File: src/rtl/bank_cmd_decoder.sv
module bank_cmd_decoder #(
  parameter int ROW_W = 13,
  parameter int COL_W = 10,
  parameter int T_RCD = 3,
  parameter int T_RP  = 3,
  parameter int T_RC  = 10,
  parameter int T_RAS = 6,
  parameter int T_WR  = 2,
  parameter int T_WTR = 1
) (
  input  logic                     clk,
  input  logic                     rst_n,
  input  logic                     cmd_valid,
  input  logic [3:0]               cmd_code,
  input  logic [ROW_W+2+COL_W-1:0] cmd_addr,
  output logic                     cmd_rdy,
  output logic                     mem_valid,
  output logic [2:0]               mem_op,
  output logic [1:0]               mem_bank,
  output logic [ROW_W-1:0]         mem_row,
  output logic [COL_W-1:0]         mem_col,
  output logic                     mem_ap,
  output logic [3:0]               mem_code
);
  localparam int AW = ROW_W + 2 + COL_W;
  localparam int NB = 4;
  localparam int CW = $clog2(T_RC + T_RP + T_WR + 1) + 1;
  localparam logic [CW-1:0] L_RCD = CW'(T_RCD - 1);
  localparam logic [CW-1:0] L_RAS = CW'(T_RAS - 1);
  localparam logic [CW-1:0] L_RC  = CW'(T_RC - 1);
  localparam logic [CW-1:0] L_RP  = CW'(T_RP - 1);
  localparam logic [CW-1:0] L_RPW = CW'(T_RP + T_WR - 1);
  localparam logic [CW-1:0] L_WR  = CW'(T_WR - 1);
  localparam logic [CW-1:0] L_WTR = CW'(T_WTR - 1);
  localparam logic [2:0] OP_NOP = 3'd0, OP_ACT = 3'd1, OP_PRE = 3'd2, OP_PREA = 3'd3,
                         OP_RD = 3'd4, OP_WR = 3'd5, OP_PASS = 3'd6;

  logic              pend_vld;
  logic [3:0]        pend_code;
  logic [AW-1:0]     pend_addr;
  logic [NB-1:0]     open_q;
  logic [ROW_W-1:0]  orow_q [NB];
  logic [CW-1:0]     rcd_q [NB], ras_q [NB], rc_q [NB], rp_q [NB], wr_q [NB];
  logic [CW-1:0]     wtr_q;

  logic [ROW_W-1:0]  p_row;
  logic [1:0]        p_bank;
  logic [COL_W-1:0]  p_col;
  logic              is_acc, is_wr, is_ap, hit, prea_ok, pass_ok, done, in_ok;
  logic [2:0]        op;

  assign p_row  = pend_addr[AW-1 -: ROW_W];
  assign p_bank = pend_addr[COL_W +: 2];
  assign p_col  = pend_addr[COL_W-1:0];
  assign is_acc = pend_code >= 4'd1 && pend_code <= 4'd4;
  assign is_wr  = pend_code == 4'd2 || pend_code == 4'd4;
  assign is_ap  = pend_code == 4'd3 || pend_code == 4'd4;
  assign hit    = open_q[p_bank] && orow_q[p_bank] == p_row;
  assign in_ok  = cmd_code >= 4'd1 && cmd_code <= 4'd12;

  always_comb begin
    prea_ok = 1'b1;
    pass_ok = 1'b1;
    for (int b = 0; b < NB; b++) begin
      if (open_q[b] && (ras_q[b] != '0 || wr_q[b] != '0)) prea_ok = 1'b0;
      if (rp_q[b] != '0) pass_ok = 1'b0;
    end
  end

  always_comb begin
    op   = OP_NOP;
    done = 1'b0;
    if (pend_vld) begin
      if (is_acc) begin
        if (hit) begin
          if (rcd_q[p_bank] == '0 && (is_wr || wtr_q == '0) && (!is_ap || ras_q[p_bank] == '0)) begin
            op   = is_wr ? OP_WR : OP_RD;
            done = 1'b1;
          end
        end else if (open_q[p_bank]) begin
          if (ras_q[p_bank] == '0 && wr_q[p_bank] == '0) op = OP_PRE;
        end else if (rp_q[p_bank] == '0 && rc_q[p_bank] == '0) begin
          op = OP_ACT;
        end
      end else if (|open_q) begin
        if (prea_ok) op = OP_PREA;
      end else if (pass_ok) begin
        op   = OP_PASS;
        done = 1'b1;
      end
    end
  end

  assign cmd_rdy   = !pend_vld || done;
  assign mem_valid = op != OP_NOP;
  assign mem_op    = op;
  assign mem_bank  = p_bank;
  assign mem_row   = p_row;
  assign mem_col   = p_col;
  assign mem_ap    = is_ap && (op == OP_RD || op == OP_WR);
  assign mem_code  = pend_code;

  always_ff @(posedge clk or negedge rst_n) begin
    if (!rst_n) begin
      pend_vld  <= 1'b0;
      pend_code <= '0;
      pend_addr <= '0;
    end else begin
      if (done) pend_vld <= 1'b0;
      if (cmd_rdy && cmd_valid && in_ok) begin
        pend_vld  <= 1'b1;
        pend_code <= cmd_code;
        pend_addr <= cmd_addr;
      end
    end
  end

  always_ff @(posedge clk or negedge rst_n) begin
    if (!rst_n) begin
      open_q <= '0;
      wtr_q  <= '0;
      for (int b = 0; b < NB; b++) begin
        orow_q[b] <= '0;
        rcd_q[b]  <= '0;
        ras_q[b]  <= '0;
        rc_q[b]   <= '0;
        rp_q[b]   <= '0;
        wr_q[b]   <= '0;
      end
    end else begin
      if (wtr_q != '0) wtr_q <= wtr_q - 1'b1;
      if (op == OP_WR) wtr_q <= L_WTR;
      for (int b = 0; b < NB; b++) begin
        if (rcd_q[b] != '0) rcd_q[b] <= rcd_q[b] - 1'b1;
        if (ras_q[b] != '0) ras_q[b] <= ras_q[b] - 1'b1;
        if (rc_q[b]  != '0) rc_q[b]  <= rc_q[b]  - 1'b1;
        if (rp_q[b]  != '0) rp_q[b]  <= rp_q[b]  - 1'b1;
        if (wr_q[b]  != '0) wr_q[b]  <= wr_q[b]  - 1'b1;
        if (op == OP_ACT && p_bank == 2'(b)) begin
          open_q[b] <= 1'b1;
          orow_q[b] <= p_row;
          rcd_q[b]  <= L_RCD;
          ras_q[b]  <= L_RAS;
          rc_q[b]   <= L_RC;
        end
        if ((op == OP_PRE && p_bank == 2'(b)) || (op == OP_PREA && open_q[b])) begin
          open_q[b] <= 1'b0;
          rp_q[b]   <= L_RP;
        end
        if ((op == OP_RD || op == OP_WR) && p_bank == 2'(b)) begin
          if (is_wr) wr_q[b] <= L_WR;
          if (is_ap) begin
            open_q[b] <= 1'b0;
            rp_q[b]   <= is_wr ? L_RPW : L_RP;
          end
        end
      end
    end
  end

  a_r1_hold_pending: assert property (@(posedge clk) disable iff (!rst_n)
    pend_vld && !done |=> pend_vld && $stable(pend_code) && $stable(pend_addr));
  a_r3_act_only_closed: assert property (@(posedge clk) disable iff (!rst_n)
    mem_valid && mem_op == OP_ACT |-> !open_q[mem_bank]);
  a_r4_col_on_open_row: assert property (@(posedge clk) disable iff (!rst_n)
    mem_valid && (mem_op == OP_RD || mem_op == OP_WR) |-> open_q[mem_bank] && orow_q[mem_bank] == mem_row);
  a_r5_pre_only_open: assert property (@(posedge clk) disable iff (!rst_n)
    mem_valid && mem_op == OP_PRE |-> open_q[mem_bank]);
  a_r6_ap_closes: assert property (@(posedge clk) disable iff (!rst_n)
    mem_valid && mem_ap |=> !open_q[$past(mem_bank)]);
  a_r7_pass_all_closed: assert property (@(posedge clk) disable iff (!rst_n)
    mem_valid && mem_op == OP_PASS |-> open_q == '0);
endmodule

File: config.mk
export PLATFORM = sky130hd
export DESIGN_NAME = bank_cmd_decoder
export DESIGN_NICKNAME = d
export VERILOG_FILES = /design/src/rtl/bank_cmd_decoder.sv
export SDC_FILE = /design/constraint.sdc
export NUM_CORES = 1
export LEC_CHECK = 0
export ABC_AREA = 1
export BUFFER_PORTS_ARGS = -buffer_cell sky130_fd_sc_hd__buf_2
export CAP_MARGIN = 10
export CORE_MARGIN = 1
export CORE_UTILIZATION = 35
export DETAILED_ROUTE_END_ITERATION = 16
export PLACE_DENSITY = 0.49
export SYNTH_ARGS = -nofsm -noshare
export SYNTH_HDL_FRONTEND = slang
export SYNTH_SLANG_ARGS = --single-unit
File: constraint.sdc
create_clock -name clk -period 2.6 [get_ports clk]
set_input_delay 0.52 -clock clk [delete_from_list [all_inputs] [get_ports clk]]
set_output_delay 0.52 -clock clk [all_outputs]
set_load 0.03 [all_outputs]
# Word-level counts from Yosys, hierarchy flattened
# Index checks and enable logic that the tools add are counted.
# totals
mem_bits_rw,0
mem_count,0
latch_bits,0
elab_cells,277
mem_bits_ro,0
inputBits,32
out_inout_bits,35
ff_bits,191
# classes
n_mux,118
bitwise,1
n_eq_ne,12
n_mul,0
n_reduce_logical,90
div,0
n_lt_le_gt_ge,6
n_addsub,21
shift,0
# op_table
op,n
$mux W5,64
$reduce_bool A5 Y1,21
$sub A5 B1 Y5 const B,21
$bmux W5 S2,5
$mux W1,35
$logic_and A1 B1 Y1,30
$logic_not A5 Y1,6
$reduce_bool A2 Y1,14
$bmux W13 S2,1
$mux W13,2
$mux W3,8
$logic_or A1 B1 Y1,14
$eq A13 B13 Y1,1
$eq A4 B2 Y1 const B,2
$ge A4 B1 Y1 const B,2
$eq A3 B2 Y1 const B,2
$eq A3 B3 Y1 const B,2
$eq A2 B2 Y1 const B,2
$eq A4 B3 Y1 const B,1
$le A4 B3 Y1 const B,1
$le A4 B4 Y1 const B,1
$mux W2,2
$reduce_or A4 Y1,1
$eq A3 B1 Y1 const B,1
8 further kinds,9

# Longest topological paths before layout
# Gate-level depths: netlist (run 1).
# depth
depth_word,17
mapped_depth,21
mapped_depth_nobuf,19

# Least setup slack after synthesis (run 1)
# No wires, ideal clock.
# synth_timing
kind,register to output
from,register pend_addr[11]
to,output port mem_ap
t_arrival_ps,2603
slack_ps,-523
t_required_ps,2080
path_stages_with_launch,17
n_path_buf,2
cell_sequence,dfrtp_1 buf_2 inv_2 buf_4 nand2_1 nand2_1 nand2_1 nand2_1 nor2_1 nand2_1 nor2_1 nand3_1 nand2_1 nand2_2 nor2_4 nand2_2 a21oi_1
# synth_via
elab_chain_cells,14
word_cells_on_any_way,44
cone_classes,eq/ne: 3; mux: 27; bitwise: 1; reduce/logical: 13
# synth_rtl
item,line,source
"start, declared",40,logic [AW-1:0] pend_addr;
"start signal, assigned",113,pend_addr <= cmd_addr;
$not A2 Y3 (not written as such),"58, 76",
$bmux W5 S2,76,if (rcd_q[p_bank] == '0 && (is_wr || wtr_q == '0) && (!is_ap || ras_q[p_bank] == '0)) begin
$mux W5 (not written as such) (2 in series),76,
$logic_not A5 Y1,76,
$logic_and A1 B1 Y1 / $logic_or A1 B1 Y1 (equally long branches),76,
$logic_and A1 B1 Y1,76,
$mux W3,76,
$mux W3 (*),75,if (hit) begin
$mux W3 (*),74,if (is_acc) begin
$mux W3 (*),73,if (pend_vld) begin
via mem_op[2],18,"output logic [2:0] mem_op,"
$eq A3 B3 Y1,100,assign mem_ap = is_ap && (op == OP_RD || op == OP_WR);
$logic_or A1 B1 Y1 (*),100,
$logic_and A1 B1 Y1 (*),100,
"end, declared",22,"output logic mem_ap,"
# Mark *: on every way through the listed nets, which the timed path passes. The rest lies on a longest branch. The select of a mux whose other input is x is not followed.

# Worst setup path after layout (run 1)
# layout_timing
from,register pend_addr[10]
to,output port mem_ap
# layout_via
elab_chain_cells,14
word_cells_on_any_way,44
cone_classes,eq/ne: 3; mux: 27; bitwise: 1; reduce/logical: 13
# layout_rtl
item,line,source
$not A2 Y3 (not written as such),-,
$bmux W5 S2 (on tied branches),"82, 76, 81",
$mux W5 (on tied branches) (2 in series),"82, 76, 81",
$logic_not A5 Y1 (on tied branches),"82, 76, 81",
$logic_and A1 B1 Y1 (tied with other cells),82,end else if (rp_q[p_bank] == '0 && rc_q[p_bank] == '0) begin
$mux W1 (tied with other cells),82,
$mux W3 (on tied branches),"80, 76",
$mux W3 (*),75,
$mux W3 (*),74,
$mux W3 (*),73,
$eq A3 B3 Y1,100,
$logic_or A1 B1 Y1 (*),100,
$logic_and A1 B1 Y1 (*),100,
# Every way passes the cells marked *; elsewhere a longest branch is shown, timed or not. The select of a mux whose other input is x is not followed.

==> impl_metrics.csv, run 1 <==
group,metric,value,unit
sta,slew_at_the_pin_with_the_worst_max_slew_slack,0.527,ns
worst_setup_path,reg2reg_from,"pend_addr[10]$_DFFE_PN0P_",
global_route,grt_first_pass_wirelength,49900,µm
worst_setup_path,crit_type,"flip-flop to output port",
worst_setup_path,rr_worst_depth,26,
clocking,cts.sinks,191,
status,status,"finished with violations",
finish,layout-drive-gt1-share,38.5,%
logic_synthesis,synth_enable_flop_cells,0,
floorplan,core.rowCount,62,
floorplan,coreArea,29000,µm²
logic_synthesis,most_area_hungry_cell_type_in_the_yosys_netlist,"dfrtp_1",
logic_synthesis,synth_top_cell_area_share,45.9,%
drt,drt_first_pass_iters,5,
worst_setup_path,timing.critical_path.from_type,"flip-flop",
floorplan,floorplan.initialDensity,35.9,%
worst_setup_path,critPathRequiredTime,2.08,ns
global_route,global_route.usage.total,20.9,%
worst_setup_path,worst_path_largest_cell_delay,0.45,ns
logic_synthesis,synth.net_count,1421,
floorplan,die_area,30500,µm²
logic_synthesis,synth_area,10400,µm²
status,violated_checks,"negative setup slack",
floorplan,io_pins,67,
finish,final_net_count,1689,
clocking,cts_hold_buffers,0,
clocking,tritoncts.num_buffers,17,
logic_synthesis,dominantRegCellSynth,"dfrtp_1",
power,leakage,7.74,nW
worst_hold_path,hold_path_class,"primary input to asynchronous set/reset pin",
clocking,clock_tree_from_tritoncts,"built",
logic_synthesis,synth.yosys.warnings,0,
global_route,grt_antenna_before_repair,0,
worst_setup_path,flop_to_flop_setup_slack,-0.48,ns
placement,place_worst_setup_slack,-0.217,ns
drt,total_via_count_in_the_routed_design,9773,
worst_setup_path,critPathMostFrequentCell,"nand2_2",
drt,drt-wirelength-per-cell,15.3,µm
worst_setup_path,cp_max_fo,8,
sta,finalHoldViolations,0,
logic_synthesis,asr_flop_ratio_synth,100,%
sta,period_needed,3.19,ns
global_route,number_of_global_route_vias_before_repair,9557,
logic_synthesis,syn_area_cell,7.73,µm²
logic_synthesis,syn-instance-count,1347,
worst_setup_path,critical_path_endpoint_category,"output port",
power,p_per_area,1440,nW/µm²
sta,grt_setup_unrepaired,"true",
global_route,grt_start_max_net_pins,57,
logic_synthesis,synthesized_flop_and_latch_total,191,
logic_synthesis,synth_common_cells,"nand2_1 (394), dfrtp_1 (191), inv_1 (176)",
worst_setup_path,critical_path.reg2reg.endpoint,"orow_q[50]$_DFFE_PN0P_",
clocking,cts-root-buf,"clkbuf_16",
drt,viasPerCell,4.86,
clocking,htreeDepth,4,
finish,area_delta_synth_final,47.1,%
flow_run,max-cap-violations,0,
worst_setup_path,crit_path_top_delay_cell,"dfrtp_2",
sta,slew_headroom,64.8,%
sta,slew_violations,0,
placement,place.port_buffers,66,
power,worst_ir_drop_vdd,0.712,mV
floorplan,die_boundary_width,175,µm
logic_synthesis,post-synth-top-count-cell,"nand2_1",
drt,drt_drc,0,
finish,fin_util,52.8,%
drt,postRouteAntennaNets,0,
floorplan,die_y,175,µm
logic_synthesis,ys_types,39,
global_route,global_route.overflow_total,0,
clocking,clock_path_buffers,2,
worst_setup_path,crit_arrival,2.67,ns
worst_setup_path,critical_path.cell_chain,"buf_6 > buf_6 > nand2_1 > nand2_2 > nand2_2 > nand2_1 > nand2_1 > nand2_2 > nor2_4 > nand2_2 > nor2_4 > nand3_2 > nand2_2 > nand2_2 > nor2_4 > nand2_4 > a21oi_4 > buf_6",
sta,worst_slack,-0.590,ns
sta,post-route-period-util,123,%
sta,achievable-frequency,0.313,GHz
drt,dr.first_iter.drc_count,703,
placement,place_congestion,0.838,
placement,cell_count_after_placement,1908,
sta,setup-violations-final,192,
clocking,clk_transition_reported_paths,0.08,ns
finish,final_cells,2012,
sta,maximum_clock_skew_at_final_layout,0.0153,ns
drt,finalWirelength,30700,µm
placement,place.detailed.hpwl,19500,µm
clocking,insertion_delay,0.45,ns
finish,num_antenna_cells,0,
logic_synthesis,synth-seq-area-share,45.9,%
logic_synthesis,synth_area_leaders,"dfrtp_1 (46%), nand2_1 (14%), inv_1 (6.3%)",
area by class of cell:
class                      count  area (µm²)
tap                          384         480
timing repair buffer         271        2720
fill                        2702       13700
clock buffer                  17         425
timing repair inverter         4        60.1
multi-input combinational    945        5920
sequential                   191        4780
inverter                     185         743
clock inverter                15         196
kinds of logic after synthesis:
group / share of synthesized area [%]
buffers and inverters: 8.70
AO/OA/AOI/OAI: 9.30
adder cells (fa/ha/maj): 5.04
XOR/XNOR: 2.69
flip-flops: 45.9
AND/OR/NAND/NOR: 28.3
multiplexers: 0.108
state kept, by name, indices dropped and copies added (netlist names):
| signal | flops |
|---|---|
| orow_q | 52 |
| pend_addr | 25 |
| ras_q | 20 |
| rc_q | 20 |
| rcd_q | 20 |
| rp_q | 20 |
| wr_q | 20 |
| wtr_q | 5 |
| mem_code | 4 |
| open_q | 4 |
| pend_vld | 1 |
metrics by stage:
stage               hold slack (ns)  TNS, ns  total power, mW  cell area [µm²]
floorplan                     0.224   -0.147             11.6            10400
global placement              0.464    -4.45             15.0            12200
detailed placement            0.470    -7.46             15.1            12200
CTS                          0.0637   -62.66             20.9            14700
global route                 0.0708   -94.71             23.8            15300
finish                       0.0266   -64.08             22.1            15300
worst max-delay path: cells and delay by family, from the launching register on:
kind                   cells  cell delay, ns
AND/OR/NAND/NOR           14            1.17
buffers and inverters      3            0.43
flip-flops                 1            0.45
AO/OA/AOI/OAI              1            0.14
routing by layer:
| layer | global-route usage (%) | wire length (µm) | up-vias | share of wire [%] |
|---|---|---|---|---|
| li1 | - | - | 4856 | - |
| met2 | 33.4 | 14600 | 140 | 48 |
| met3 | 4.00 | 1080 | 30 | 3.5 |
| met1 | 28.6 | 14500 | 4747 | 47 |
| met5 | 0 | 0 | - | 0 |
| met4 | 6.16 | 560 | 0 | 1.8 |
power by group:
| part | total (mW) | switching [mW] | internal [mW] |
|---|---|---|---|
| combinational | 13.7 | 7.47 | 6.28 |
| sequential | 5.50 | 1.12 | 4.38 |
| clock | 2.81 | 1.33 | 1.47 |
worst max path at each step:
| stage | startpoint | endpoint | slack [ns] | depth (start not counted) |
|---|---|---|---|---|
| 5_1_grt | pend_addr[10]$_DFFE_PN0P_ | mem_ap | -0.76 | 18 |
| 3_3_place_gp | pend_addr[10]$_DFFE_PN0P_ | mem_ap | -0.20 | 17 |
| 3_5_place_dp | pend_addr[10]$_DFFE_PN0P_ | mem_ap | -0.22 | 17 |
| 2_1_floorplan | pend_addr[11]$_DFFE_PN0P_ | mem_ap | -0.15 | 16 |
| 6_report | pend_addr[10]$_DFFE_PN0P_ | mem_ap | -0.59 | 18 |
| 4_1_cts | pend_addr[10]$_DFFE_PN0P_ | mem_ap | -0.58 | 18 |
layout by cell type, fill, tap and decap left out, types with 26 or more instances in the layout:
cell	count
buf_6	46
nor2_2	38
buf_2	59
nand3_1	57
ha_1	42
o21ai_1	45
inv_1	173
nand2_1	260
nor2_1	80
nand2_2	116
dfrtp_1	189
o21ai_2	45
o21ai_0	30
xor2_1	26
buf_4	119
nand2_4	26
repair_timing:
action | in CTS | in global routing
setup buffers | 47 | 17
gates cloned | 22 | 2
endpoints found under the setup margin | 185 | 197
resized for setup | 274 | 200
pin swaps | 48 | 58
Power figures use the tool's default switching activity.
==> inputs of run 2 (changes only) <==
- SKIP_CTS_REPAIR_TIMING: not set -> 1
==> run 2 against run 1 <==
Effect of this change: the run still ends with negative setup slack left; critical path depth unchanged; clock-buffer cell count unchanged; setup slack better by 0.033 ns; global-route usage fell by 2.6 points; largest power group unchanged.
==> impl_metrics.csv, run 2 (same netlist as run 1, synthesis figures left out) <==
group,metric,value,unit
sta,slew_at_the_pin_with_the_worst_max_slew_slack,0.520,ns
drt,postRouteAntennaNets,0,
clocking,cts-root-buf,"clkbuf_16",
worst_setup_path,critical_path.cell_chain,"clkinv_4 > buf_12 > nand2_2 > nand2_1 > nand2_2 > nand2_1 > nand2_1 > nand2_2 > nor2_2 > nand2_2 > nor2_4 > nand3_2 > nand2_2 > nand2_4 > nor2_4 > nand2_4 > a21oi_4 > buf_6",
worst_hold_path,hold_path_class,"primary input to asynchronous set/reset pin",
drt,met3_length,887,µm
worst_setup_path,critical_path_endpoint_category,"output port",
clocking,clock_tree_from_tritoncts,"built",
sta,worst_slack,-0.557,ns
finish,mostFrequentLayoutCell,"nand2_1",
sta,slew_headroom,65.3,%
placement,place.port_buffers,66,
placement,place_worst_setup_slack,-0.217,ns
power,leakage,7.34,nW
sta,finalHoldViolations,0,
placement,cell_count_after_placement,1908,
finish,flip_flop_count_of_the_largest_register_after_layout,52,
drt,finalWirelength,28600,µm
power,p_per_area,1410,nW/µm²
drt,viasPerCell,4.73,
finish,final_net_count,1655,
floorplan,coreArea,29000,µm²
worst_setup_path,top_family_by_delay_on_critical_path,"simple AND/OR/NAND/NOR gates",
drt,dr_wl_met2,13500,µm
worst_setup_path,flop_to_flop_setup_slack,-0.27,ns
worst_setup_path,crit_arrival,2.64,ns
worst_setup_path,cp.buffers_inverters,3,
sta,grt_setup_unrepaired,"true",
worst_setup_path,worst_path_largest_cell_delay,0.45,ns
clocking,htreeDepth,4,
sta,achievable-frequency,0.317,GHz
worst_setup_path,worst-path-stages,18,
worst_setup_path,rr_worst_depth,24,
flow_run,max-cap-violations,0,
drt,drt-wirelength-per-cell,14.5,µm
global_route,grt_antenna_before_repair,0,
clocking,cts.sinks,191,
worst_setup_path,reg2reg_from,"pend_addr[10]$_DFFE_PN0P_",
worst_setup_path,critical_path.reg2reg.endpoint,"orow_q[27]$_DFFE_PN0P_",
global_route,global_route.usage.total,18.2,%
floorplan,floorplan.initialDensity,35.9,%
worst_setup_path,endpoint,"mem_ap",
sta,setup-violations-final,175,
worst_setup_path,cp_max_fo,8,
finish,mostFrequentLayoutCells,"nand2_1 (315), dfrtp_1 (189), inv_1 (172)",
finish,area_delta_synth_final,36.2,%
worst_setup_path,critPathRequiredTime,2.08,ns
status,violated_checks,"negative setup slack",
drt,drt_first_pass_iters,5,
sta,maximum_clock_skew_at_final_layout,0.0198,ns
finish,max_flop_register,"orow_q",
finish,layout-drive-gt1-share,29.0,%
worst_setup_path,crit_path_top_delay_cell,"dfrtp_2",
sta,period_needed,3.16,ns
finish,biggest_regs,"orow_q x52, pend_addr x25",
floorplan,die_y,175,µm
drt,total_via_count_in_the_routed_design,9355,
worst_setup_path,critPathMostFrequentCell,"nand2_2",
clocking,clk_transition_reported_paths,0.08,ns
sta,slew_violations,0,
global_route,grt_start_max_net_pins,57,
finish,final_cells,1978,
worst_setup_path,timing.critical_path.from_type,"flip-flop",
floorplan,die_area,30500,µm²
floorplan,die_boundary_width,175,µm
placement,place_congestion,0.838,
drt,wl_met1,13900,µm
placement,place.detailed.hpwl,19500,µm
floorplan,io_pins,67,
global_route,grt_first_pass_wirelength,44200,µm
finish,num_antenna_cells,0,
clocking,insertion_delay,0.46,ns
power,worst_ir_drop_vdd,0.819,mV
floorplan,core.rowCount,62,
drt,drt_drc,0,
sta,post-route-period-util,121,%
drt,dr.first_iter.drc_count,475,
clocking,clock_path_buffers,2,
drt,highest_layer,"met4",
clocking,tritoncts.num_buffers,17,
status,status,"finished with violations",
global_route,number_of_global_route_vias_before_repair,8800,
worst_setup_path,crit_type,"flip-flop to output port",
worst_setup_path,setup.worst_path.start,"pend_addr[10]$_DFFE_PN0P_",
global_route,global_route.overflow_total,0,
-- run 2: changes by cell type in the layout (fill, tap and decap cells not counted), sizes merged --
cell | before | now
buf | 269 | 230
clkbuf | 19 | 28
clkinv | 8 | 7
clkinvlp | 3 | 2
inv | 191 | 189
-- run 2: stage by stage --
step	total power [mW]	util, %	hold WS [ns]	cell area [µm²]	setup TNS, ns
final	20.1	48.9	0.0287	14200	-28.40
after global placement	15.0	42.2	0.464	12200	-4.45
after global routing	21.9	48.9	0.0745	14200	-65.95
after detailed placement	15.1	42.2	0.470	12200	-7.46
after floorplan	11.6	-	0.224	10400	-0.147
after CTS	18.0	44.3	0.0637	12900	-14.05
-- run 2: cell type report --
type | count | area (µm²)
Timing Repair Buffer | 241 | 2120
Sequential cell | 191 | 4780
Clock buffer | 17 | 425
Multi-Input combinational cell | 945 | 5440
Inverter | 185 | 744
Tap cell | 384 | 480
Fill cell | 2814 | 14800
Clock inverter | 15 | 196
-- run 2: power breakdown --
group / switching, mW / internal [mW]
Clock: 1.32 / 1.47
Sequential: 1.06 / 4.38
Combinational: 6.67 / 5.16
-- run 2: worst min-delay path by stage --
stage          cells past startpoint                       end  slack (ns)
4_1_cts                            1      rcd_q[7]$_DFFE_PN0P_        0.06
3_5_place_dp                       2  pend_addr[9]$_DFFE_PN0P_        0.47
3_3_place_gp                       2  pend_addr[2]$_DFFE_PN0P_        0.46
6_report                           1    orow_q[44]$_DFFE_PN0P_        0.03
2_1_floorplan                      0   mem_code[0]$_DFFE_PN0P_        0.22
5_1_grt                            1    orow_q[44]$_DFFE_PN0P_        0.07
-- run 2: worst register-to-register path: stages (launching register included) --
cell and delay (ns):
dfrtp_2 0.45, clkinv_4 0.11, buf_12 0.16, nand2_2 0.05, nand2_1 0.07, nand2_2 0.08
nand2_1 0.05, nand2_1 0.07, nand2_2 0.07, nor2_2 0.14, nand2_2 0.08, nor2_4 0.12
nand2_1 0.07, nand2_1 0.07, nand2_2 0.07, nand2_4 0.12, buf_6 0.11, buf_6 0.10
nand2_4 0.06, nor2_8 0.13, buf_4 0.15, nand2_8 0.10, clkbuf_16 0.20, nand2_1 0.06
o21ai_1 0.05
-- run 2: routing by layer --
| layer | up-vias | track usage (%) |
|---|---|---|
| li1 | 4769 | - |
| met1 | 4464 | 25.2 |
| met2 | 105 | 29.3 |
| met3 | 17 | 3.50 |
| met4 | 0 | 4.31 |
| met5 | - | 0 |
==> inputs of run 3 (changes only) <==
- CORE_ASPECT_RATIO: not set -> 0.75
==> run 3 against run 2 <==
Effect of this change: final cell count rose by 2.7%; wire length increased by 4.9%; sequential cell count did not move; the run still ends with negative setup slack left; hold slack got worse by 0.022 ns; clock-buffer cell count increased by 2; via count up 2.3%; power grew 5.2%; critical path depth stayed put; register-to-register slack better by 0.03 ns; critical path type unchanged; critical endpoint unchanged; clock power is essentially flat; sequential share of layout area down 1.9 points.
==> impl_metrics.csv, run 3 (same netlist as run 1, synthesis figures left out) <==
group,metric,value,unit
worst_setup_path,setup.worst_path.start,"pend_addr[10]$_DFFE_PN0P_",
global_route,grt_antenna_before_repair,0,
worst_setup_path,critPathMostFrequentCell,"nand2_1",
finish,mostFrequentLayoutCell,"nand2_1",
placement,place_worst_setup_slack,-0.294,ns
finish,layout-drive-gt1-share,35.9,%
sta,slew_violations,0,
finish,flip_flop_count_of_the_largest_register_after_layout,52,
status,status,"finished with violations",
global_route,use_met2,27.4,%
worst_setup_path,critical_path_endpoint_category,"output port",
worst_setup_path,timing.critical_path.from_type,"flip-flop",
clocking,insertion_delay,0.46,ns
finish,layout.area.seq,4780,µm²
drt,drt-wirelength-per-cell,14.8,µm
power,leakage,7.69,nW
global_route,grt_use_met3,3.08,%
finish,fin_util,51.5,%
power,power.share.switching,44.7,%
drt,viasPerCell,4.71,
sta,slew_headroom,71.3,%
power,internal_power,11.7,mW
drt,finalWirelength,30000,µm
global_route,grt-busiest-layer,"met1",
worst_setup_path,critPathRequiredTime,2.08,ns
drt,drt_first_pass_iters,5,
worst_setup_path,endpoint,"mem_ap",
worst_setup_path,cp.buffers_inverters,3,
drt,total_via_count_in_the_routed_design,9572,
power,p_per_area,1400,nW/µm²
drt,drt_drc,0,
worst_setup_path,rr_worst_depth,23,
worst_hold_path,hold_path_class,"primary input to asynchronous set/reset pin",
floorplan,die_y,151,µm
sta,period_needed,3.17,ns
power,comb_power_share,60.9,%
power,worst_ir_drop_vdd,0.751,mV
worst_setup_path,reg2reg_from,"pend_addr[10]$_DFFE_PN0P_",
placement,place.port_buffers,66,
drt,dr.first_iter.drc_count,463,
worst_setup_path,top_family_by_delay_on_critical_path,"simple AND/OR/NAND/NOR gates",
worst_setup_path,worst_path_largest_cell_delay,0.46,ns
floorplan,floorplan.initialDensity,35.7,%
sta,maximum_clock_skew_at_final_layout,0.0134,ns
finish,num-fill-cells,2803,
clocking,tritoncts.num_buffers,17,
finish,area_delta_synth_final,44.3,%
clocking,cts-root-buf,"clkbuf_16",
worst_setup_path,flop_to_flop_setup_slack,-0.24,ns
sta,achievable-frequency,0.316,GHz
power,total_switching_power,9.44,mW
finish,final_net_count,1700,
global_route,global_route.overflow_total,0,
clocking,cts.sinks,191,
finish,max_flop_register,"orow_q",
clocking,htreeDepth,4,
finish,biggest_regs,"orow_q x52, pend_addr x25",
power,pwr-share-seq,26.1,%
sta,worst_slack,-0.569,ns
floorplan,core.rowCount,54,
placement,place_congestion,0.854,
sta,totalNegativeSetupSlack,-30.08,ns
global_route,gr-usage-met1,28.3,%
worst_setup_path,critical_path.reg2reg.endpoint,"pend_addr[11]$_DFFE_PN0P_",
drt,postRouteAntennaNets,0,
clocking,clock_path_buffers,2,
power,power_share_of_the_clock_group,13.1,%
finish,area_of_the_multi_input_gates,5740,µm²
sta,slew_at_the_pin_with_the_worst_max_slew_slack,0.428,ns
finish,mostFrequentLayoutCells,"nand2_1 (277), dfrtp_1 (189), inv_1 (171)",
floorplan,coreArea,29200,µm²
clocking,clk_transition_reported_paths,0.07,ns
clocking,clock_tree_from_tritoncts,"built",
status,violated_checks,"negative setup slack",
global_route,grt_start_max_net_pins,57,
floorplan,die_area,30500,µm²
finish,num_antenna_cells,0,
global_route,number_of_global_route_vias_before_repair,8643,
worst_setup_path,critical_path.cell_chain,"clkinv_4 > buf_12 > nand2_2 > nand2_1 > nand2_1 > nand2_1 > nand2_1 > nand2_2 > nor2_2 > nand2_1 > nor2_2 > nand2_1 > nand2_1 > nand2_2 > nand2_4 > nand2_4 > a21oi_4 > buf_6",
worst_setup_path,worst-path-stages,18,
placement,place.detailed.hpwl,20500,µm
worst_setup_path,crit_arrival,2.65,ns
floorplan,io_pins,67,
sta,post-route-period-util,122,%
worst_setup_path,crit_path_top_delay_cell,"dfrtp_2",
worst_setup_path,cp_max_fo,8,
worst_setup_path,crit_type,"flip-flop to output port",
power,power,21.1,mW
sta,setup-violations-final,181,
global_route,grt_first_pass_wirelength,44800,µm
flow_run,max-cap-violations,0,
sta,grt_setup_unrepaired,"true",
sta,finalHoldViolations,0,
global_route,global_route.usage.total,18.8,%
floorplan,die_boundary_width,201,µm
[run 3: cell types whose count changed in the layout (fill, tap and decap cells not counted), moves of 11 or more]
cell     change
nand2_1     -38
nand2_2     +26
buf_6       +22
nor2_2      +22
nor2_1      -20
buf_4       +14
o21ai_2     +12
nand2_4     +11
o21ai_1     -11
[run 3: metrics by stage]
stage / std cells / instance area [µm²] / hold slack (ns)
after global placement: 1956 / 12600 / 0.463
after CTS: 1988 / 13200 / -0.00145
final: 2031 / 15000 / 0.00689
after global routing: 2031 / 15000 / 0.0162
after detailed placement: 1956 / 12600 / 0.475
after floorplan: 1347 / 10400 / 0.224
[run 3: power by group through the flow]
stage / clock network (mW) / registers (mW) / logic, mW
finish: 2.76 / 5.51 / 12.8
global route: 2.96 / 5.68 / 14.2
CTS: 2.84 / 5.34 / 10.2
detailed placement: 0 / 5.37 / 10.2
global placement: 0 / 5.39 / 10.1
floorplan: 0 / 5.56 / 6.05
[run 3: worst min-delay path by stage]
stage                                   from                  endpoint  slack, ns
floorplan                              rst_n   mem_code[0]$_DFFE_PN0P_       0.22
global placement    pend_addr[4]$_DFFE_PN0P_  pend_addr[4]$_DFFE_PN0P_       0.46
detailed placement  pend_addr[2]$_DFFE_PN0P_  pend_addr[2]$_DFFE_PN0P_       0.48
CTS                                    rst_n      rcd_q[7]$_DFFE_PN0P_     -0.001
global route                           rst_n      rcd_q[7]$_DFFE_PN0P_       0.02
finish                                 rst_n      rcd_q[7]$_DFFE_PN0P_      0.007
[run 3: layout make-up]
cell class,count,share of cell area [%]
clock buffers,19,3.01
clock inverters,13,1.01
inverters,185,5.02
multi-input cells,945,38.2
flip-flops and latches,191,31.8
well taps,392,3.26
repair buffers,283,17.4
repair inverters,3,0.291
[run 3: worst register-to-register path, cell delays in order (launching register included)]
cell       delay [ns]
dfrtp_2          0.46
clkinv_4         0.14
buf_12           0.17
nand2_2          0.05
nand2_1          0.05
nand2_1          0.07
nand2_1          0.05
nand2_1          0.06
nand2_2          0.07
nor2_2           0.11
nand2_1          0.07
nor2_2           0.15
nand3_2          0.11
nand2_2          0.11
nand2_4          0.06
buf_4            0.13
buf_6            0.11
nand2_8          0.07
buf_6            0.11
o2111ai_4        0.10
buf_12           0.18
clkbuf_16        0.17
nand2_1          0.07
o21ai_2          0.06
[run 3: per-layer routing]
layer	up-vias	routed length, µm
met5	-	0
met4	0	309
met3	17	1190
met2	169	12800
met1	4513	15700
li1	4873	-
